`src/rtl/cpu5_pkg.sv`:
```
package cpu5_pkg;

    localparam int DATA_W = 16;
    localparam int BYTE_W = DATA_W / 2;
    localparam int NREG   = 4;
    localparam int IDX_W  = $clog2(NREG);
    localparam int SEL_W  = IDX_W + 1;
    localparam int OPC_W  = 4;

    localparam int OPC_LSB  = DATA_W - OPC_W;
    localparam int DST_LSB  = OPC_LSB - SEL_W;
    localparam int SRC_LSB  = DST_LSB - SEL_W;
    localparam int SIZE_BIT = SRC_LSB - 1;

    typedef enum logic [2:0] {
        ST_FETCH  = 3'd1,
        ST_DECODE = 3'd2,
        ST_ALU    = 3'd3,
        ST_MEM    = 3'd4,
        ST_WB     = 3'd5
    } cpu_state_t;

    typedef enum logic [OPC_W-1:0] {
        OP_NOP  = 4'h0,
        OP_ADD  = 4'h1,
        OP_MOVI = 4'h2,
        OP_MOVM = 4'h3,
        OP_HALT = 4'hF
    } opcode_t;

    function automatic logic has_operand(input logic [OPC_W-1:0] op);
        return (op == OP_MOVI) || (op == OP_MOVM);
    endfunction

    function automatic logic writes_reg(input logic [OPC_W-1:0] op);
        return (op == OP_ADD) || (op == OP_MOVI) || (op == OP_MOVM);
    endfunction

endpackage

```
`src/rtl/cpu5_regfile.sv`:
```
module cpu5_regfile
    import cpu5_pkg::*;
(
    input  logic              clk,
    input  logic              rst,
    input  logic [SEL_W-1:0]  ra_sel,
    input  logic [SEL_W-1:0]  rb_sel,
    input  logic              rd_byte,
    output logic [DATA_W-1:0] ra_data,
    output logic [DATA_W-1:0] rb_data,
    input  logic              we,
    input  logic [SEL_W-1:0]  wsel,
    input  logic              wbyte,
    input  logic [DATA_W-1:0] wdata,
    output logic [DATA_W-1:0] wmerged
);

    logic [DATA_W-1:0] regs [NREG];
    logic [DATA_W-1:0] cur;

    function automatic logic [DATA_W-1:0] pick(input logic [DATA_W-1:0] w,
                                              input logic hi, input logic bsz);
        if (!bsz)
            return w;
        else if (hi)
            return {{BYTE_W{1'b0}}, w[DATA_W-1:BYTE_W]};
        else
            return {{BYTE_W{1'b0}}, w[BYTE_W-1:0]};
    endfunction

    assign ra_data = pick(regs[ra_sel[IDX_W-1:0]], ra_sel[SEL_W-1], rd_byte);
    assign rb_data = pick(regs[rb_sel[IDX_W-1:0]], rb_sel[SEL_W-1], rd_byte);

    always_comb begin
        cur = regs[wsel[IDX_W-1:0]];
        if (!wbyte)
            wmerged = wdata;
        else if (wsel[SEL_W-1])
            wmerged = {wdata[BYTE_W-1:0], cur[BYTE_W-1:0]};
        else
            wmerged = {cur[DATA_W-1:BYTE_W], wdata[BYTE_W-1:0]};
    end

    for (genvar g = 0; g < NREG; g++) begin : g_reg
        always_ff @(posedge clk) begin
            if (rst)
                regs[g] <= '0;
            else if (we && (wsel[IDX_W-1:0] == IDX_W'(g)))
                regs[g] <= wmerged;
        end
    end

endmodule

```
`src/rtl/cpu5_alu.sv`:
```
module cpu5_alu
    import cpu5_pkg::*;
(
    input  logic [DATA_W-1:0] a,
    input  logic [DATA_W-1:0] b,
    input  logic              byte_sz,
    output logic [DATA_W-1:0] sum,
    output logic              carry,
    output logic              zero
);

    logic [DATA_W:0] full;

    always_comb begin
        full = {1'b0, a} + {1'b0, b};
        if (byte_sz) begin
            sum   = {{BYTE_W{1'b0}}, full[BYTE_W-1:0]};
            carry = full[BYTE_W];
            zero  = (full[BYTE_W-1:0] == '0);
        end else begin
            sum   = full[DATA_W-1:0];
            carry = full[DATA_W];
            zero  = (full[DATA_W-1:0] == '0);
        end
    end

endmodule

```
`src/rtl/cpu5_seq.sv`:
```
module cpu5_seq
    import cpu5_pkg::*;
(
    input  logic       clk,
    input  logic       rst,
    input  logic       halt_req,
    output cpu_state_t state,
    output logic       halted,
    output logic       fetch_en,
    output logic       dec_en,
    output logic       alu_en,
    output logic       mem_en,
    output logic       wb_en
);

    cpu_state_t nxt;

    always_ff @(posedge clk) begin
        if (rst) begin
            state  <= ST_FETCH;
            halted <= 1'b0;
        end else begin
            state <= nxt;
            if (state == ST_WB && halt_req)
                halted <= 1'b1;
        end
    end

    always_comb begin
        nxt = state;
        unique case (state)
            ST_FETCH:  nxt = halted ? ST_FETCH : ST_DECODE;
            ST_DECODE: nxt = ST_ALU;
            ST_ALU:    nxt = ST_MEM;
            ST_MEM:    nxt = ST_WB;
            ST_WB:     nxt = ST_FETCH;
            default:   nxt = ST_FETCH;
        endcase
    end

    always_comb begin
        fetch_en = (state == ST_FETCH) && !halted;
        dec_en   = (state == ST_DECODE);
        alu_en   = (state == ST_ALU);
        mem_en   = (state == ST_MEM);
        wb_en    = (state == ST_WB);
    end

endmodule

```
`src/rtl/cpu5_core.sv`:
```
module cpu5_core
    import cpu5_pkg::*;
#(
    parameter int ADDR_W = 8
) (
    input  logic              clk,
    input  logic              rst,
    output logic [ADDR_W-1:0] mem_addr,
    output logic              mem_rd,
    input  logic [15:0]       mem_rdata,
    output logic              halted,
    output logic [2:0]        dbg_state,
    output logic              wb_valid,
    output logic [1:0]        wb_reg,
    output logic [15:0]       wb_value,
    output logic              flag_z,
    output logic              flag_c
);

    cpu_state_t        state;
    logic              fetch_en, dec_en, alu_en, mem_en, wb_en;
    logic [ADDR_W-1:0] pc, mar, pc_next;
    logic [OPC_W-1:0]  ir_op;
    logic [SEL_W-1:0]  ir_dst;
    logic              ir_byte;
    logic [DATA_W-1:0] opa, opb, res, ra_data, rb_data, alu_sum, wdata, wmerged;
    logic              res_c, res_z, alu_c, alu_z, fz, fc;
    logic [OPC_W-1:0]  dec_op;

    assign dec_op = mem_rdata[OPC_LSB +: OPC_W];

    cpu5_seq seq_i (
        .clk(clk), .rst(rst), .halt_req(ir_op == OP_HALT),
        .state(state), .halted(halted),
        .fetch_en(fetch_en), .dec_en(dec_en), .alu_en(alu_en),
        .mem_en(mem_en), .wb_en(wb_en)
    );

    cpu5_regfile rf_i (
        .clk(clk), .rst(rst),
        .ra_sel(mem_rdata[DST_LSB +: SEL_W]),
        .rb_sel(mem_rdata[SRC_LSB +: SEL_W]),
        .rd_byte(mem_rdata[SIZE_BIT]),
        .ra_data(ra_data), .rb_data(rb_data),
        .we(wb_valid), .wsel(ir_dst), .wbyte(ir_byte),
        .wdata(wdata), .wmerged(wmerged)
    );

    cpu5_alu alu_i (
        .a(opa), .b(opb), .byte_sz(ir_byte),
        .sum(alu_sum), .carry(alu_c), .zero(alu_z)
    );

    assign pc_next = pc + (has_operand(ir_op) ? ADDR_W'(2) : ADDR_W'(1));
    assign wdata   = (ir_op == OP_MOVM) ? mem_rdata : res;

    always_ff @(posedge clk) begin
        if (rst) begin
            pc      <= '0;
            mar     <= '0;
            ir_op   <= OP_NOP;
            ir_dst  <= '0;
            ir_byte <= 1'b0;
            opa     <= '0;
            opb     <= '0;
            res     <= '0;
            res_c   <= 1'b0;
            res_z   <= 1'b0;
            fz      <= 1'b0;
            fc      <= 1'b0;
        end else begin
            if (fetch_en)
                mar <= pc + ADDR_W'(1);
            if (dec_en) begin
                ir_op   <= dec_op;
                ir_dst  <= mem_rdata[DST_LSB +: SEL_W];
                ir_byte <= mem_rdata[SIZE_BIT];
                opa     <= ra_data;
                opb     <= rb_data;
            end
            if (alu_en) begin
                res   <= (ir_op == OP_MOVI) ? mem_rdata : alu_sum;
                res_c <= alu_c;
                res_z <= alu_z;
                if (ir_op == OP_MOVM)
                    mar <= mem_rdata[ADDR_W-1:0];
            end
            if (wb_en) begin
                pc  <= pc_next;
                mar <= pc_next;
                if (ir_op == OP_ADD) begin
                    fz <= res_z;
                    fc <= res_c;
                end
            end
        end
    end

    always_comb begin
        mem_addr  = mar;
        mem_rd    = fetch_en || (dec_en && has_operand(dec_op))
                    || (mem_en && ir_op == OP_MOVM);
        dbg_state = state;
        wb_valid  = wb_en && writes_reg(ir_op);
        wb_reg    = ir_dst[IDX_W-1:0];
        wb_value  = wmerged;
        flag_z    = fz;
        flag_c    = fc;
    end

endmodule

```
`config.mk`:
```
export PLATFORM = sky130hd
export DESIGN_NAME = cpu5_core
export DESIGN_NICKNAME = d
export VERILOG_FILES = /design/src/rtl/cpu5_pkg.sv /design/src/rtl/cpu5_regfile.sv /design/src/rtl/cpu5_alu.sv /design/src/rtl/cpu5_seq.sv /design/src/rtl/cpu5_core.sv
export SDC_FILE = /design/constraint.sdc
export NUM_CORES = 1
export LEC_CHECK = 0
export BUFFER_PORTS_ARGS = -buffer_cell sky130_fd_sc_hd__buf_4
export CELL_PAD_IN_SITES_DETAIL_PLACEMENT = 1
export CELL_PAD_IN_SITES_GLOBAL_PLACEMENT = 1
export CORE_MARGIN = 1.5
export CORE_UTILIZATION = 48
export DETAILED_ROUTE_END_ITERATION = 8
export PLACE_DENSITY_LB_ADDON = 0.1
export SYNTH_ARGS = -nofsm -noshare
export SYNTH_HDL_FRONTEND = slang
export SYNTH_SLANG_ARGS = --single-unit
```
`constraint.sdc`:
```
create_clock -name clk -period 2.9 [get_ports clk]
set_clock_uncertainty 0.15 [all_clocks]
set_input_delay 0.435 -clock clk [delete_from_list [all_inputs] [get_ports clk]]
set_output_delay 0.435 -clock clk [all_outputs]
set_load 0.005 [all_outputs]
```
Word level (Yosys, flattened, before mapping)
Memory sizes are Yosys's and may differ from the RTL's. A register that Yosys moved wholly into a read port is not among the register bits.
Cells that the tools add are included.
Storage, ports and cells
  ROM bits: 0
  memories: 1
  output and inout bits: 34
  bits in latches: 0
  memory bits (writable): 64
  flip-flop bits (word level): 80
Operators by class
  bitwise operators: 4
  eq/ne operators: 14
  div/mod/pow operators: 0
  $mul: 0
  muxes and demuxes: 38
  reductions and logical operators: 20
  order comparisons: 0
  shifts and indexed selects: 0
  add/subtract/negate cells: 3
Memories
  rf_i.regs: depth 4, bits a word 16, read ports 3, clocked after memory_dff 1, write ports 4, line cpu5_regfile.sv:18  | logic [DATA_W-1:0] regs [NREG];
Operator list (count)
  $mux 16: 11
  $mux 8: 6
  $add 16x16->17: 1
  $eq 4x2->1 const B: 4
  $logic_not 16->1: 1
  $mux 1: 16
  $pmux 3 s4: 1
  $logic_and 1x1->1: 9
  $add 8x1->8 const B: 1
  $add 8x2->8: 1
  $logic_not 8->1: 1
  $mux 2: 4
  $eq 3x2->1 const B: 2
  $eq 3x3->1 const B: 2
  $logic_or 1x1->1: 6
  $eq 2x2->1 const B: 2
  $eq 4x1->1 const B: 1
  $eq 4x4->1 const B: 1
  $or 1x1->1: 4
  $eq 3x1->1 const B: 1
  $eq 2x1->1 const B: 1
  $logic_not 2->1: 1
  $reduce_and 2->1: 1
  $logic_not 1->1: 1

Logic depth before layout (Yosys ltp)
  word-level depth: 9
  gate-level depth with buffers: 10
  gate-level depth less buffers: 10

Modules after synthesis
From an unflattened synthesis, not the netlist that was laid out.
Unflattened totals
  cell total of the unflattened synthesis: 876
  area total of the unflattened synthesis: 9399.0 um^2
By module, submodules not included
  cpu5_regfile: instances 1, area an instance 4615.7 um^2, sequential area each 1921.8 um^2, cells each 334
  cpu5_core: instances 1, area an instance 3567.2 um^2, sequential area each 1521.5 um^2, cells each 381
  cpu5_alu: instances 1, area an instance 1036.0 um^2, sequential area each 0.0 um^2, cells each 141
  cpu5_seq: instances 1, area an instance 180.2 um^2, sequential area each 80.1 um^2, cells each 20

Worst setup path before layout
OpenSTA, ideal clock, no wires.
  path type: flip-flop to flip-flop
  start: register opb[0]
  end: register res[14]
  setup slack: 382 ps
  data required time: 2671 ps
  data arrival time: 2289 ps
  cell stages (with the launch flop): 11
  path through: dfxtp_1 -> ha_1 -> inv_1 -> fa_1 -> nor2b_4 -> o31a_4 -> o2111ai_2 -> nand3_2 -> and3_4 -> or4_1 -> a211oi_2
Between the ends
  cells in the longest elaborated chain, start to end: 3
Ends and longest elaborated chain
  start, declared: line cpu5_core.sv:26  | logic [DATA_W-1:0] opa, opb, res, ra_data, rb_data, alu_sum, wdata, wmerged;
  start signal, assigned: line cpu5_core.sv:79  | opb <= rb_data;
  $add 16x16->17: line cpu5_alu.sv:15  | full = {1'b0, a} + {1'b0, b};
  $mux 16: line cpu5_alu.sv:16  | if (byte_sz) begin
  $mux 16: line cpu5_core.sv:82  | res <= (ir_op == OP_MOVI) ? mem_rdata : alu_sum;
  end signal, assigned: line cpu5_core.sv:82
  end, declared: line cpu5_core.sv:26
Every way passes these cells.
A chain may end at the register's enable or synchronous reset.

Worst setup path after layout
  start: register ir_op[3]
  end: output port wb_value[11]
Between the ends
  cells in the longest elaborated chain, start to end: 4
Ends and longest elaborated chain
  start, declared: line cpu5_core.sv:23  | logic [OPC_W-1:0] ir_op;
  start signal, assigned: line cpu5_core.sv:75  | ir_op <= dec_op;
  $eq 4x2->1 (*): line cpu5_core.sv:55  | assign wdata = (ir_op == OP_MOVM) ? mem_rdata : res;
  $mux 16 (*): line cpu5_core.sv:55
  $mux 16: line cpu5_regfile.sv:38  | else if (wsel[SEL_W-1])
  $mux 16 (*): line cpu5_regfile.sv:36  | if (!wbyte)
  end, declared: line cpu5_core.sv:15  | output logic [15:0] wb_value,
Mark *: on every way between the ends. The rest lies on a longest branch, timed or not.

==> impl_results.md <==
* RR Startpoint: opb[0]
* Clock share of power at 41.6%
* # fillers at 1,867
* Worst VDD drop at 0.4230 mV
* Startpoint Class: flip-flop
* Mean Syn Cell Area at 10.02 µm²
* Synth Flop Type: dfxtp_1
* Sw frac at 27.71%
* Most area-consuming cells after synthesis: edfxtp_1, dfxtp_1, mux4_2
* Mapped Area at 8340 µm²
* Drc violations at 0
* FP Rows at 48
* Reg clk slew, reported paths at 0.06 ns
* Number of cells on the worst reg-to-reg path at 10
* Post-cts hold buffer count at 0
* Later-pin clock latency in the skew report at 0.43 ns
* Boundary Pins at 52
* Register area share after synthesis at 42.72%
* Hold Fails Final Rpt at 0
* Reg2Reg Setup Slack at 0.12 ns
* Tcrit/Tclk final at 97.92%
* RePlAce Congestion at 0.9072
* Total Wirelength at 27,590 µm
* Worst Tran Pin Value at 0.6360 ns
* EDFF count, synth at 64
* PwrDens at 575.6 nW/µm²
* Hold endpoint: ir_op[2]
* Post-synth ARST share at 0%
* Slew Limit Fails at 0
* WL per Instance at 24.37 µm
* # Max-Cap Violations at 0
* Share of cells above drive strength 1 at 23.48%
* Clk buf depth at 2
* Outcome: finished clean
* Starting Density at 48.73%
* Yosys warns at 0
* Area growth, synth to finish at 18.50%
* Vias per cell at 6.258
* First-pass GRT wire length at 42,390 µm
* WHS Path Cells at 3
* Total CTS buffers at 17
* Final Setup Violations at 0
* Via count at 7,084
* Critical path class: reg2out
* Final #Nets at 933
* Min cycle time layout at 2.840 ns
* RR Endpoint: res_z
* Comb pwr share at 17.2%
* I/O Buffers at 51
* #FFs+latches synth at 146
* Die width at 134.8 µm
* Vias in the first global route at 7,414
* Routed Antenna Nets at 0
* Worst Path Max Fanout at 6
* Post-synth top area cell: edfxtp_1
* Initial DRC Count at 533
* CTS Sinks at 146
* Die area at 18,180 µm²
* Total core area at 17,120 µm²
* Static Leak at 3.781 nW
* Switching power at 0.001576 W
* Syn nets at 871
* Fin cells at 1,132
* CTS tree: built
* Setup repair after global routing missed its margin: true
* Sequential power share at 41.2%
* Clock root cell: clkbuf_16
* Chip height at 134.8 µm
* Critical path data arrival time at 2.25 ns
* Fmax at 0.3522 GHz
* Gr ovfl total at 0
* ANT cells at 0
* Antenna violations before repair at 0
* Data required, critical path at 2.32 ns
* Gr usage total at 31.32%
* Top-area cell type share of the netlist area at 23.04%
* P_int at 0.004112 W
* Post-DP HPWL at 18,890 µm
* DR pass1 iterations at 6
* Final setup TNS at 0 ns
* Max_slew headroom at 57.60%
* Min-delay src: mem_rdata[14]
* Hold Crit Class: in2reg
* Synth unique cells at 62
* Post-Synthesis Cells at 832
* Critical Path Sink Type: output pin
* Cells after DPL at 1,086
* Largest net degree at the start of global routing at 41
* CTS H-Tree Depth at 4
==> registers in the layout, summed over array words and instances, names as in the netlist, named ones only <==
name / count
rf_i.regs: 64
opa: 16
opb: 16
res: 16
mem_addr: 8
pc: 8
ir_op: 4
ir_dst: 3
seq_i.state: 3
flag_c: 1
flag_z: 1
ir_byte: 1
res_c: 1
res_z: 1
seq_i.halted: 1
==> synth_stat cells (19+ instances only) <==
library cell	n
nor2_1	154
dfxtp_1	82
nand2_1	70
edfxtp_1	64
mux4_2	48
clkbuf_1	47
a21oi_1	40
inv_1	28
a211oi_1	27
nand3_1	27
mux2i_1	21
nor3_1	20
ha_1	19
==> cells in the final DEF, fill, tap and decap left out, types with 4 or more instances in the layout <==
cell type,Yosys,layout
nor2_1,154,152
buf_4,2,98
dfxtp_1,82,80
nand2_1,70,70
edfxtp_1,64,64
mux4_2,48,48
a21oi_1,40,40
inv_1,28,28
nand3_1,27,27
a211oi_1,27,26
nor3_1,20,20
ha_1,19,19
a22oi_1,18,18
clkbuf_16,0,18
a311oi_1,16,16
xor2_1,16,16
mux2i_1,21,15
o21ai_0,18,15
mux2_2,8,8
xnor2_1,8,8
a221oi_1,7,7
nand2b_1,6,6
a21o_1,6,6
mux2i_2,0,5
and2_1,5,5
o211ai_1,5,5
or3_1,4,4
o21a_1,4,4
o2111ai_1,4,4
bufinv_16,0,4
==> power groups by stage <==
stage / logic, W / clock network, W / registers, W
after floorplan: 0.000569 / 0 / 0.00235
after global placement: 0.000905 / 0 / 0.00237
after detailed placement: 0.000929 / 0 / 0.00238
after CTS: 0.000946 / 0.00239 / 0.00234
after global routing: 0.00106 / 0.00246 / 0.00235
final: 0.000979 / 0.00237 / 0.00234
==> layer usage <==
| layer | GRT usage, % | share of wire (%) |
|---|---|---|
| met4 | 14.04 | 3.2 |
| met2 | 53.08 | 50 |
| met5 | 0 | 0 |
| met1 | 38.48 | 40 |
| met3 | 6.832 | 6.9 |
==> area by class of cell <==
cell class	instances	area [µm²]	share of cell area, %
multi-input cells	598	4483	45.36
repair buffers	103	832.0	8.419
well taps	225	281.5	2.848
flip-flops and latches	146	3566	36.08
clock buffers	19	432.9	4.380
inverters	28	105.1	1.063
clock inverters	13	182.7	1.848
==> metrics by stage <==
stage | setup slack, ns | hold slack (ns) | total power (W) | utilization, % | instance area, µm²
floorplan | 0.3818 | 0.2691 | 0.002918 | - | 8341
global placement | 0.2224 | 0.2967 | 0.003273 | 52.94 | 9061
detailed placement | 0.1103 | 0.3274 | 0.003309 | 52.94 | 9061
CTS | 0.0001761 | 0.1302 | 0.005672 | 56.73 | 9711
global route | -0.1193 | 0.1513 | 0.005871 | 57.74 | 9883
finish | 0.06045 | 0.1523 | 0.005688 | 57.74 | 9883
==> worst max-delay path: stages, from the launching register on <==
cell and delay (ns):
dfxtp_2 0.34, nor2_4 0.12, and3_4 0.25, buf_12 0.11, clkbuf_16 0.14, mux2_2 0.37, mux2i_1 0.27, inv_1 0.08
buf_4 0.14
==> timing repair <==
action,CTS,global route
buffers inserted,0,13
resized for setup,12,10
pin swaps,0,2
setup endpoints to repair,13,14
gates cloned,0,1
==> how the worst max path moves through the flow <==
| stage | startpoint | to | cells past startpoint |
|---|---|---|---|
| floorplan | opb[0] | res[14] | 10 |
| global placement | opb[2] | res_z | 8 |
| detailed placement | opb[2] | res_z | 8 |
| CTS | ir_op[2] | wb_value[10] | 10 |
| global route | ir_dst[2] | wb_value[2] | 5 |
| finish | ir_op[3] | wb_value[11] | 8 |
==> kinds of logic (layout without fill, tap and decap cells) <==
family / after synthesis / in the layout / share of synthesized area (%)
AND/OR/NAND/NOR: 309 / 309 / 16.08
AO/OA/AOI/OAI: 167 / 167 / 14.60
flip-flops: 146 / 146 / 42.72
buffers and inverters: 88 / 163 / 4.185
multiplexers: 77 / 77 / 16.56
XOR/XNOR: 24 / 24 / 2.520
adder cells (fa/ha/maj): 21 / 21 / 3.330
(Power assumes the default switching activity.)
